File: src/rtl/keyed_wdt.sv
module keyed_wdt #(
  parameter int         BASE_LOG = 11,
  parameter logic [7:0] KEY      = 8'hAC
) (
  input  logic       clk,
  input  logic       rst_n,
  input  logic       slow_tick,
  input  logic       main_tick,
  input  logic       halt,
  input  logic       wr_en,
  input  logic       bit_wr,
  input  logic       addr_sel,
  input  logic [7:0] wr_data,
  output logic       rst_req
);
  localparam int CW = BASE_LOG + 7;

  logic [2:0]    cyc_q;
  logic [1:0]    cks_q;
  logic          lock_q;
  logic [CW-1:0] cnt_q;
  logic          rst_req_q;

  wire stopped   = (cks_q == 2'b11);
  wire mode_wr   = wr_en & ~bit_wr & ~addr_sel;
  wire key_wr    = wr_en & ~bit_wr & addr_sel;
  wire prefix_ok = (wr_data[7:5] == 3'b011);
  wire key_ok    = (wr_data == KEY);
  wire fault     = ~stopped & (bit_wr | (mode_wr & (lock_q | ~prefix_ok)) | (key_wr & ~key_ok));
  wire clr       = mode_wr | (key_wr & key_ok);
  wire tick      = ~halt & ~stopped & (cks_q[1] ? main_tick : slow_tick);

  wire [CW-1:0] term = {CW{1'b1}} >> (3'd7 - cyc_q);
  wire at_term = (cnt_q == term);
  wire ovf     = tick & at_term & ~clr;

  always_ff @(posedge clk or negedge rst_n) begin
    if (!rst_n) begin
      cnt_q <= '0;
    end else if (clr) begin
      cnt_q <= '0;
    end else if (tick) begin
      cnt_q <= at_term ? '0 : cnt_q + 1'b1;
    end
  end

  always_ff @(posedge clk or negedge rst_n) begin
    if (!rst_n) begin
      cyc_q  <= 3'b111;
      cks_q  <= 2'b00;
      lock_q <= 1'b0;
    end else if (mode_wr && !lock_q) begin
      lock_q <= 1'b1;
      if (prefix_ok) begin
        cks_q <= wr_data[4:3];
        cyc_q <= wr_data[2:0];
      end
    end
  end

  always_ff @(posedge clk or negedge rst_n) begin
    if (!rst_n) rst_req_q <= 1'b0;
    else        rst_req_q <= fault | ovf;
  end

  assign rst_req = rst_req_q;

  AST_CNT_BOUND: assert property (@(posedge clk) disable iff (!rst_n) cnt_q <= term);
  AST_KEY_CLEAR: assert property (@(posedge clk) disable iff (!rst_n)
    (wr_en && !bit_wr && addr_sel && wr_data == KEY) |=> (cnt_q == '0));
  AST_BITWR_FAULT: assert property (@(posedge clk) disable iff (!rst_n)
    (bit_wr && !stopped) |=> rst_req);
  AST_RELOCK_FAULT: assert property (@(posedge clk) disable iff (!rst_n)
    (wr_en && !bit_wr && !addr_sel && lock_q && !stopped) |=> rst_req);
  AST_MODE_FROZEN: assert property (@(posedge clk) disable iff (!rst_n)
    lock_q |=> $stable({cyc_q, cks_q}));
  AST_STOP_SILENT: assert property (@(posedge clk) disable iff (!rst_n)
    stopped |=> !rst_req);
  AST_HALT_HOLD: assert property (@(posedge clk) disable iff (!rst_n)
    (halt && !wr_en) |=> $stable(cnt_q));
endmodule

File: config.mk
export PLATFORM = sky130hd
export DESIGN_NAME = keyed_wdt
export DESIGN_NICKNAME = d
export VERILOG_FILES = /design/src/rtl/keyed_wdt.sv
export SDC_FILE = /design/constraint.sdc
export NUM_CORES = 1
export LEC_CHECK = 0
export BUFFER_PORTS_ARGS = -buffer_cell sky130_fd_sc_hd__buf_2
export CAP_MARGIN = 0
export CORE_ASPECT_RATIO = 1.5
export CORE_MARGIN = 5
export CORE_UTILIZATION = 40
export DETAILED_ROUTE_END_ITERATION = 10
export GPL_ROUTABILITY_DRIVEN = 1
export PLACE_DENSITY_LB_ADDON = 0.12
export SLEW_MARGIN = 20
export SYNTH_ARGS = -nofsm -noshare
export SYNTH_HDL_FRONTEND = slang
export SYNTH_SLANG_ARGS = --single-unit
export TNS_END_PERCENT = 1
File: constraint.sdc
create_clock -name clk -period 4.7 [get_ports clk]
set_clock_uncertainty 0.05 [all_clocks]
set_input_delay 0.47 -clock clk [delete_from_list [all_inputs] [get_ports clk]]
set_output_delay 0.47 -clock clk [all_outputs]
set_load 0.1 [all_outputs]
== Yosys cells after proc, flatten, opt, wreduce, memory -nomap -nowiden ==
Index checks and enable logic that the tools add are counted.
Operators by class
  reductions and logical operators: 4
  shifts and indexed selects: 1
  add/subtract/negate cells: 2
  equal/unequal tests: 4
  bitwise gates (word level): 23
  muxes and demuxes: 4
Operator list (number)
  18-bit two-way mux: 3
  18-bit by 1-bit adder with 18-bit output, second input constant: 1
  18-bit == test: 1
  18-bit by 3-bit >> shifter with 18-bit output, first input constant: 1
  1-bit AND: 11
  8-bit == test, second input constant: 1
  1-bit inverter: 7
  1-bit bitwise OR: 5
  3-bit by 2-bit == test with 1-bit output, second input constant: 1
  3-bit subtractor, first input constant: 1
  2-bit == test, second input constant: 1
  2-bit AND reduction: 1
  2-bit nonzero test: 1
  1-bit logical AND: 1
  1-bit zero test: 1
  1-bit two-way mux: 1
Storage, ports and cells
  output and inout port bits: 1
  word-level logic and storage cells: 43
  flip-flop bits (word level): 25

== Longest topological paths before layout ==
Gate-level depths: netlist (run 1).
  word-level depth: 8
  gate-level depth with buffers: 7

== Worst setup path after synthesis (run 1) ==
No wires, ideal clock.
  path kind: reg-to-reg
  from: reg cyc_q[1]
  to: reg cnt_q[10]
  stages on the path, launching flop included: 8
  data arrival time: 1.900 ns
  required time: 4.520 ns
  slack: 2.620 ns
  path through: dfstp_2 -> buf_2 -> nor2_1 -> a211o_1 -> a221o_1 -> o31ai_4 -> buf_4 -> a21oi_1
On the way
  word-level cells in the longest chain between the ends: 6
RTL lines
  from (decl): line 18  | logic [2:0] cyc_q;
  from (signal assigned): line 56  | cyc_q <= wr_data[2:0];
  3-bit subtractor: line 33  | wire [CW-1:0] term = {CW{1'b1}} >> (3'd7 - cyc_q);
  18-bit by 3-bit >> shifter with 18-bit output: line 33
  18-bit == test: line 34  | wire at_term = (cnt_q == term);
  18-bit two-way mux: line 43  | cnt_q <= at_term ? '0 : cnt_q + 1'b1;
  18-bit two-way mux: line 42  | end else if (tick) begin
  18-bit two-way mux: line 40  | end else if (clr) begin
  to (signal assigned): line 43
  to (decl): line 21  | logic [CW-1:0] cnt_q;
Every way passes these cells. The select of a mux whose other input is x is not followed.
A chain may end at the register's enable or synchronous reset.

== Worst setup path in the final report (run 1) ==
  from: reg cyc_q[1]
  to: reg cnt_q[5]
The elaborated chain is that of the path after synthesis.

==> results of run 1 <==
-- worst max-delay path, delay by kind of cell, from the launching register on --
family	cells	cell delay, ns
AOI/OAI and AO/OA	4	1.43
DFF	1	0.63
and+or+nand+nor	1	0.06
-- power groups by stage --
stage               Clock (mW)  Sequential, mW  Combinational [mW]
finish                   0.130           0.242              0.0617
CTS                      0.138           0.241              0.0619
global route             0.146           0.243              0.0702
detailed placement           0           0.245              0.0614
global placement             0           0.245              0.0595
floorplan                    0           0.244              0.0408
-- kinds of logic (layout without fill, tap and decap cells) --
logic type	count (synthesis)	in the layout
and+or+nand+nor	65	65
DFF	25	25
buffers and inverters	12	24
muxes	5	5
AOI/OAI and AO/OA	53	53
adders and majority gates	1	1
xor gates and xnor gates	1	1
-- path summary, 6_finish.rpt --
check | end | slack [ns] | start | depth (start not counted)
min in group clk | cks_q[0] | 0.39 | wr_data[3] | 2
setup reg to reg | cnt_q[5] | 2.36 | cyc_q[1] | 5
max in group asynchronous | lock_q | 4.07 | rst_n | 1
hold reg to reg | lock_q | 0.44 | lock_q | 1
hold / removal | cnt_q[12] | 0.14 | rst_n | 1
setup / recovery | cnt_q[5] | 2.36 | cyc_q[1] | 5
-- sequential cells by signal, summed over array words and instances, names as in the netlist --
register and count:
cks_q 2, cnt_q 18, cyc_q 3, lock_q 1
rst_req 1
-- routing by layer --
metal,vias to the layer above,global-route usage [%]
li1,627,-
met1,610,17.3
met2,28,22.2
met3,5,2.13
met4,0,5.65
met5,-,0
-- final cells by class --
class                           count  share of cell area (%)
Inverter                            4                   0.917
Sequential cell                    25                    38.5
Timing Repair Buffer               16                    4.89
Clock inverter                      1                   0.306
Clock buffer                        3                    2.52
Tap cell                           43                    3.29
Multi-Input combinational cell    125                    49.6
-- placed cells by master, fill, tap and decap left out --
cell type	synthesis	layout
o211ai_1	3	3
a21boi_4	0	1
and4_1	1	1
nand2_1	15	15
clkinv_2	0	1
nor2_1	6	6
nand2b_1	1	1
a21oi_2	1	1
nor2b_1	2	2
a21oi_1	17	17
xnor2_1	1	1
or4_4	1	1
o31ai_1	6	6
o41ai_4	1	1
o21bai_1	2	2
nand3b_1	1	1
mux2_2	5	5
ha_1	1	1
and2_1	1	1
o31ai_4	1	1
clkbuf_8	0	3
a211o_1	2	2
buf_2	4	16
dfrtp_1	22	22
or4_1	5	5
nand3_1	9	9
inv_1	4	4
nand4bb_1	1	1
and3_1	3	3
or3_1	10	10
nor3_1	2	2
a21o_1	2	2
dfstp_2	3	3
or2_2	3	3
o21ai_0	15	15
or4b_2	1	1
a221o_1	1	1
a22o_1	1	1
nand4_1	3	3
-- metrics by stage --
step | hold WS, ns | util [%] | std cells | setup slack, ns | total power [mW]
2_1_floorplan | 0.124 | - | 162 | 2.62 | 0.285
3_3_place_gp | 0.412 | 43.4 | 213 | 2.35 | 0.304
3_5_place_dp | 0.422 | 43.4 | 213 | 2.26 | 0.306
4_1_cts | 0.157 | 44.7 | 217 | 2.34 | 0.441
5_1_grt | 0.174 | 44.9 | 217 | 2.19 | 0.459
6_report | 0.143 | 44.9 | 217 | 2.36 | 0.433
==> results.toml, run 1 <==
[outcome]
status = "completed"

[grt]
antenna_found_initial = 0
grt_overflow_total = 0
grt_pass1_wl_um = 5400
grt_pass1_vias = 1231
grt_usage_pct = 13.6
grt_max_degree = 34

[synth]
synth_cell_type_count = 40
synth_top_family_by_area = "simple AND/OR/NAND/NOR gates"
synth_edf_count = 0
synth_flop_cell = "dfrtp_1"
synth_common_cells = "dfrtp_1, a21oi_1, nand2_1, o21ai_0, or3_1"
yosys.area_share.simple_pct = 24.4
yosys_warnings = 0
yosysSeqAreaShare_pct = 42.1
yosys.cell_count.top_type = "dfrtp_1"
syn_avg_cell_area_um2 = 9.23
synth-seq-cells = 25
syn_area_um2 = 1500
async_flop_share_pct = 100
ys_top_cells_by_area = "dfrtp_1, a21oi_1, dfstp_2"
synth_adder_area_share_pct = 0.837
synth_xor_area_share_pct = 0.586
synth_top_cell_area_share_pct = 36.8
synth_area_leader_cell = "dfrtp_1"
syn_inst = 162
synthesis.nets = 179
synth_mux_area_share_pct = 3.77
synth_compound_area_share_pct = 24.3

[cells_and_area]
final_cell_area_um2 = 1640
fin_nets = 192
drive_above_1_share_pct = 21.3
fill_cells = 372
multi_input_area_um2 = 812
regArea_um2 = 629
antenna_cells = 0
synthToLayoutAreaGrowth_pct = 9.46

[power_and_ir_drop]
pwr-share-seq_pct = 55.7
leakagePower_nw = 0.651
intPower_mw = 0.311
p_clk_share_pct = 30.1
powerDensity_nw_per_um2 = 265
swShare_pct = 28.3
power_switching_mw = 0.123
power.share.combinational_pct = 14.2
ir_drop_uv = 173

[placement]
dpl.hpwl_um = 2400
gp_congestion = 0.782
dpl_cell_area_um2 = 1580
port_buffers = 16

[die]
die_area_um2 = 5090
core-area_um2 = 3650
ioPinCount = 17
start_util_pct = 41.0
die_w_um = 59.9
die_h_um = 84.9
rows = 27

[drt]
met3_wirelength_um = 153
route.met2.wl_um = 1640
routed_wirelength_um = 3250
drtIter0Drc = 43
viasPerCell = 5.85
drt_first_pass_iters = 4
wire_per_inst_um = 15.0
num_vias = 1270
drc_errors = 0
met1_length_um = 1410
ant_nets = 0
top_layer = "met4"

[cts]
cts.sinks = 25
cts_resized = 0
post_cts_buffers = 0
clk_pin_slew_ns = 0.09
ctsHoldBuffers = 0
cts_tree = "done"
cts_buffers = 3
ctsHtreeMaxLevel = 1
cts_root_buf = "clkbuf_8"
clk_latency_ns = 0.27
ctsLongestPathBuffers = 2

[sta]
min_period_ns = 2.34
rsz0062_at_grt = "no"
timing_hold_violations_final = 0
maxSlewViolCount = 0
fmax_mhz = 428
setup_viol = 0
worstMarginPinSlew_ns = 0.691
fin_crit_sh_pct = 49.7
relSlewSlack_pct = 53.8
tns_ns = 0

[critical_path]
worstSetupStartpointType = "flop"
max_stage_delay_ns = 0.63
crit_arrival_ns = 2.41
cp_max_fo = 15
path_cells = "nor2_1 > a211o_1 > a221o_1 > o31ai_4 > a21oi_1"
cp.required_ns = 4.77
critPathKind = "reg2reg"
slowest_stage = "dfstp_2"
cp-end-kind = "flop"

[job]
max-cap-violations = 0

[min_path]
min_path_type = "in2async"
Note: power is estimated with default switching activity, not from simulation.
==> run 2, diff against run 1 <==
==> constraint.sdc (replaced) <==
create_clock -name clk -period 1.88 [get_ports clk]
set_clock_uncertainty 0.05 [all_clocks]
set_input_delay 0.188 -clock clk [delete_from_list [all_inputs] [get_ports clk]]
set_output_delay 0.188 -clock clk [all_outputs]
set_load 0.1 [all_outputs]
==> results.toml, run 2 (same netlist as run 1, synthesis figures left out) <==
[die]
ioPinCount = 17
die_h_um = 84.9
die_area_um2 = 5090
core-area_um2 = 3650
die_w_um = 59.9
rows = 27
start_util_pct = 41.0

[grt]
grt_pass1_wl_um = 6020
grt_overflow_total = 0
top_usage_layer = "met2"
grt_usage_pct = 14.9
grt_pass1_vias = 1406
grt_max_degree = 26
gr-usage-met1_pct = 17.8
antenna_found_initial = 0
grtUsageMet2_pct = 26.5
grt.met3_usage_pct = 1.83

[critical_path]
cp-end-kind = "flop"
crit_family = "compound AO/OA/AOI/OAI gates"
crit_buf_inv = 1
path_cells = "nor2_1 > a211o_1 > a221o_1 > o31ai_4 > buf_12 > a21oi_1"
critPathKind = "reg2reg"
slowest_stage = "dfstp_2"
cp_max_fo = 15
worstSetupStartpointType = "flop"
crit_arrival_ns = 2.04
cp.required_ns = 1.98
r2r_slack_ns = -0.06
max_stage_delay_ns = 0.57

[cells_and_area]
fin_nets = 216
top_register = "cnt_q"
largestRegisters = "cnt_q x18, cyc_q x3, cks_q x2"
antenna_cells = 0
synthToLayoutAreaGrowth_pct = 23.6
final_common_cell = "dfrtp_1"
final_cell_area_um2 = 1850
largest_reg_flops = 18
drive_above_1_share_pct = 31.3
mostFrequentLayoutCells = "dfrtp_1, buf_4, a21oi_1"

[power_and_ir_drop]
leakagePower_nw = 0.781
ir_drop_uv = 437
powerDensity_nw_per_um2 = 607

[sta]
setup_ws_ns = -0.0586
fmax_mhz = 516
maxSlewViolCount = 0
fin_crit_sh_pct = 103
min_period_ns = 1.94
worstMarginPinSlew_ns = 0.597
rsz0062_at_grt = "yes"
finalHoldWorstSlack_ns = 0.125
relSlewSlack_pct = 60.2
timing_hold_violations_final = 0
setup_viol = 15

[placement]
dpl.hpwl_um = 2610
gp_congestion = 0.776
dpl_cell_area_um2 = 1760
port_buffers = 16

[cts]
cts_buffers = 3
ctsLongestPathBuffers = 2
cts_root_buf = "clkbuf_8"
ctsHtreeMaxLevel = 1
clk_pin_slew_ns = 0.09
cts_tree = "done"
clk_latency_ns = 0.27
cts.sinks = 25

[drt]
drc_errors = 0
viasPerCell = 5.73
num_vias = 1382
routed_wirelength_um = 3510
wire_per_inst_um = 14.6
ant_nets = 0
drt_first_pass_iters = 4
drtIter0Drc = 54

[job]
max-cap-violations = 0

[min_path]
min_path_type = "in2reg"

[outcome]
status = "finished, violations left"
violations = "setup timing"
run 2: cell type report:
| class | instances | area (µm²) |
|---|---|---|
| tap | 43 | 53.8 |
| timing repair buffer | 40 | 279 |
| sequential | 25 | 629 |
| inverter | 4 | 15.0 |
| fill | 357 | 1800 |
| multi-input combinational | 125 | 826 |
| clock buffer | 4 | 45.0 |
run 2: final timing paths:
check                       endpoint  cells past startpoint        from
max in group asynchronous  cnt_q[17]                      2       rst_n
max                        cnt_q[10]                      6    cyc_q[1]
min in group asynchronous  cnt_q[12]                      2       rst_n
min reg2reg                   lock_q                      1      lock_q
max reg2reg                cnt_q[10]                      6    cyc_q[1]
min                         cks_q[0]                      2  wr_data[3]
run 2: routing by layer:
metal / up-vias / routed length [µm] / part of all wire (%)
li1: 674 / - / -
met5: - / 0 / 0
met3: 4 / 127 / 3.6
met4: 0 / 38 / 1.1
met1: 683 / 1510 / 43
met2: 21 / 1830 / 52
run 2: timing repair:
action,CTS,global route
setup buffers,1,0
hold buffers,1,0
gates resized for setup,5,4
pin swaps,2,0
endpoints found under the setup margin,18,19
gates cloned,0,0
endpoints found under the hold margin,22,0
run 2: report_power, final:
part | leakage (nW) | internal, mW | switching, mW | total [mW]
logic | 0.432 | 0.0858 | 0.109 | 0.195
registers | 0.327 | 0.570 | 0.0312 | 0.601
clock network | 0.0228 | 0.152 | 0.175 | 0.326
run 2: worst reg2reg max path, delay by kind of cell, from the launching register on:
family                 cells  cell delay [ns]
AOI/OAI and AO/OA          4             0.98
and+or+nand+nor            1             0.05
DFF                        1             0.57
buffers and inverters      1             0.18
run 2: through the flow:
stage	cells	setup TNS [ns]	power, mW	setup WS (ns)	utilization [%]
5_1_grt	241	-2.01	1.19	-0.153	50.7
2_1_floorplan	162	-0.236	0.715	-0.0275	-
3_3_place_gp	235	-0.374	0.788	-0.0337	48.3
4_1_cts	241	-0.648	1.14	-0.0588	50.2
3_5_place_dp	235	-1.12	0.796	-0.121	48.3
6_report	241	-0.599	1.12	-0.0586	50.7
==> run 3, diff against run 2 <==
--- a/config.mk
+++ b/config.mk
@@ -7,6 +7,8 @@
 export LEC_CHECK = 0
 export BUFFER_PORTS_ARGS = -buffer_cell sky130_fd_sc_hd__buf_2
 export CAP_MARGIN = 0
+export CELL_PAD_IN_SITES_DETAIL_PLACEMENT = 0
+export CELL_PAD_IN_SITES_GLOBAL_PLACEMENT = 1
 export CORE_ASPECT_RATIO = 1.5
 export CORE_MARGIN = 5
 export CORE_UTILIZATION = 40
==> constraint.sdc (replaced) <==
create_clock -name clk -period 2.5 [get_ports clk]
set_clock_uncertainty 0.05 [all_clocks]
set_input_delay 0.25 -clock clk [delete_from_list [all_inputs] [get_ports clk]]
set_output_delay 0.25 -clock clk [all_outputs]
set_load 0.1 [all_outputs]
==> results.toml, run 3 (same netlist as run 1, synthesis figures left out) <==
[outcome]
status = "completed"

[placement]
gp_congestion = 0.784
port_buffers = 16
dp_cells = 215
post-place-ws_ns = 0.341
dpl_cell_area_um2 = 1600
dpl.hpwl_um = 2430

[min_path]
min_path_type = "in2reg"
hold_path_startpoint = "wr_data[4]"
hold_depth = 2
whs_endpoint = "cks_q[1]"

[critical_path]
crit_family = "compound AO/OA/AOI/OAI gates"
max_stage_delay_ns = 0.64
cp-end-kind = "flop"
cp.required_ns = 2.60
crit_arrival_ns = 2.20
r2r_slack_ns = 0.40
critPathKind = "reg2reg"
slowest_stage = "dfstp_2"
reg2reg_to = "cnt_q[8]"
r2r_start = "cyc_q[1]"
worstSetupStartpointType = "flop"
cp_max_fo = 15
crit_buf_inv = 1
path_cells = "nor2_1 > a211o_1 > a221o_1 > o31ai_4 > buf_4 > a21oi_1"
r2r_cells = 6

[cells_and_area]
antenna_cells = 0
top_register = "cnt_q"
regArea_um2 = 629
final_cell_area_um2 = 1650
fill_cells = 363
fin_cells = 220
fin_nets = 195
largest_reg_flops = 18
drive_above_1_share_pct = 21.5
synthToLayoutAreaGrowth_pct = 10.5
mostFrequentLayoutCells = "dfrtp_1, a21oi_1, buf_2"
largestRegisters = "cnt_q x18, cyc_q x3, cks_q x2"
multi_input_area_um2 = 805
final_common_cell = "dfrtp_1"

[sta]
maxSlewViolCount = 0
min_period_ns = 2.10
setup_viol = 0
fin_crit_sh_pct = 83.8
fmax_mhz = 477
setup_ws_ns = 0.404
relSlewSlack_pct = 51.8
worstMarginPinSlew_ns = 0.718
tns_ns = 0
rsz0062_at_grt = "no"
timing_hold_violations_final = 0

[drt]
ant_nets = 0
routed_wirelength_um = 3190
drc_errors = 0
wire_per_inst_um = 14.5
drt_first_pass_iters = 4
drtIter0Drc = 27
viasPerCell = 5.65
num_vias = 1242

[grt]
grt_usage_pct = 13.3
antenna_found_initial = 0
grt_pass1_wl_um = 5200
grt_max_degree = 26
grt_overflow_total = 0
grt_pass1_vias = 1149

[power_and_ir_drop]
leakagePower_nw = 0.655
powerDensity_nw_per_um2 = 489
ir_drop_uv = 245

[die]
ioPinCount = 17
core-area_um2 = 3650
rows = 27
start_util_pct = 41.0
die_h_um = 84.9
die_area_um2 = 5090
die_w_um = 59.9

[job]
max-cap-violations = 0

[cts]
clk_pin_slew_ns = 0.09
ctsLongestPathBuffers = 2
cts.sinks = 25
cts_root_buf = "clkbuf_8"
clk_latency_ns = 0.27
cts_buffers = 3
ctsHtreeMaxLevel = 1
cts_tree = "done"
-- run 3: cell types whose count changed in the layout (fill, tap and decap cells not counted) --
cell | previous run | this run
or4b_2 | 0 | 1
buf_4 | 21 | 2
and4_4 | 1 | 0
or4b_4 | 1 | 0
a21boi_4 | 1 | 0
buf_12 | 1 | 0
o21ai_2 | 2 | 0
o21ai_1 | 1 | 0
buf_6 | 1 | 0
and4_1 | 0 | 1
o21ai_0 | 12 | 15
a21boi_2 | 0 | 1
-- run 3: layer usage --
| metal | share of wire [%] | GRT usage (%) | wire [µm] |
|---|---|---|---|
| met1 | 42 | 15.4 | 1350 |
| met2 | 54 | 23.7 | 1720 |
| met3 | 2.9 | 1.83 | 92 |
| met4 | 1.2 | 5.44 | 38 |
| met5 | 0 | 0 | 0 |
-- run 3: worst max-delay path by stage --
stage                           from         to  slack, ns  depth (start not counted)
after floorplan             cyc_q[1]  cnt_q[10]       0.42                          7
after global placement      cnt_q[0]  cnt_q[10]       0.39                          7
after detailed placement  wr_data[6]   cnt_q[6]       0.34                          7
after CTS                   cnt_q[0]   cnt_q[8]       0.38                          7
after global routing        cnt_q[0]  cnt_q[10]       0.26                          7
final                       cyc_q[1]   cnt_q[8]       0.40                          6
-- run 3: where the power goes --
| group | switching, mW | total, mW | internal, mW |
|---|---|---|---|
| Combinational | 0.0712 | 0.117 | 0.0460 |
| Sequential | 0.0239 | 0.452 | 0.428 |
| Clock | 0.124 | 0.238 | 0.114 |
| Total | 0.219 | 0.807 | 0.588 |
-- run 3: final cells by class --
| class | count | area share, % |
|---|---|---|
| Clock buffer | 4 | 2.73 |
| Inverter | 4 | 0.908 |
| Multi-Input combinational cell | 125 | 48.7 |
| Sequential cell | 25 | 38.1 |
| Tap cell | 43 | 3.26 |
| Timing Repair Buffer | 19 | 6.36 |
-- run 3: what timing repair did --
action | in CTS | in global routing
hold endpoints to repair | 22 | 0
hold buffers | 1 | 0
setup endpoints to repair | 0 | 0
resized for setup | 0 | 0
buffers inserted | 0 | 0
-- run 3: per-stage QoR --
stage / util (%) / total power [mW] / hold WS, ns
after CTS: 45.3 / 0.822 / 0.171
after global placement: 43.8 / 0.573 / 0.226
final: 45.3 / 0.807 / 0.178
after global routing: 45.3 / 0.859 / 0.177
after detailed placement: 43.8 / 0.578 / 0.238
after floorplan: - / 0.535 / -0.0956
-- run 3: worst reg2reg max path, delay by kind of cell, from the launching register on --
| family | cells | cell delay [ns] |
|---|---|---|
| flops | 1 | 0.64 |
| compound gates | 4 | 1.00 |
| simple gates | 1 | 0.06 |
| buf+inv | 1 | 0.24 |
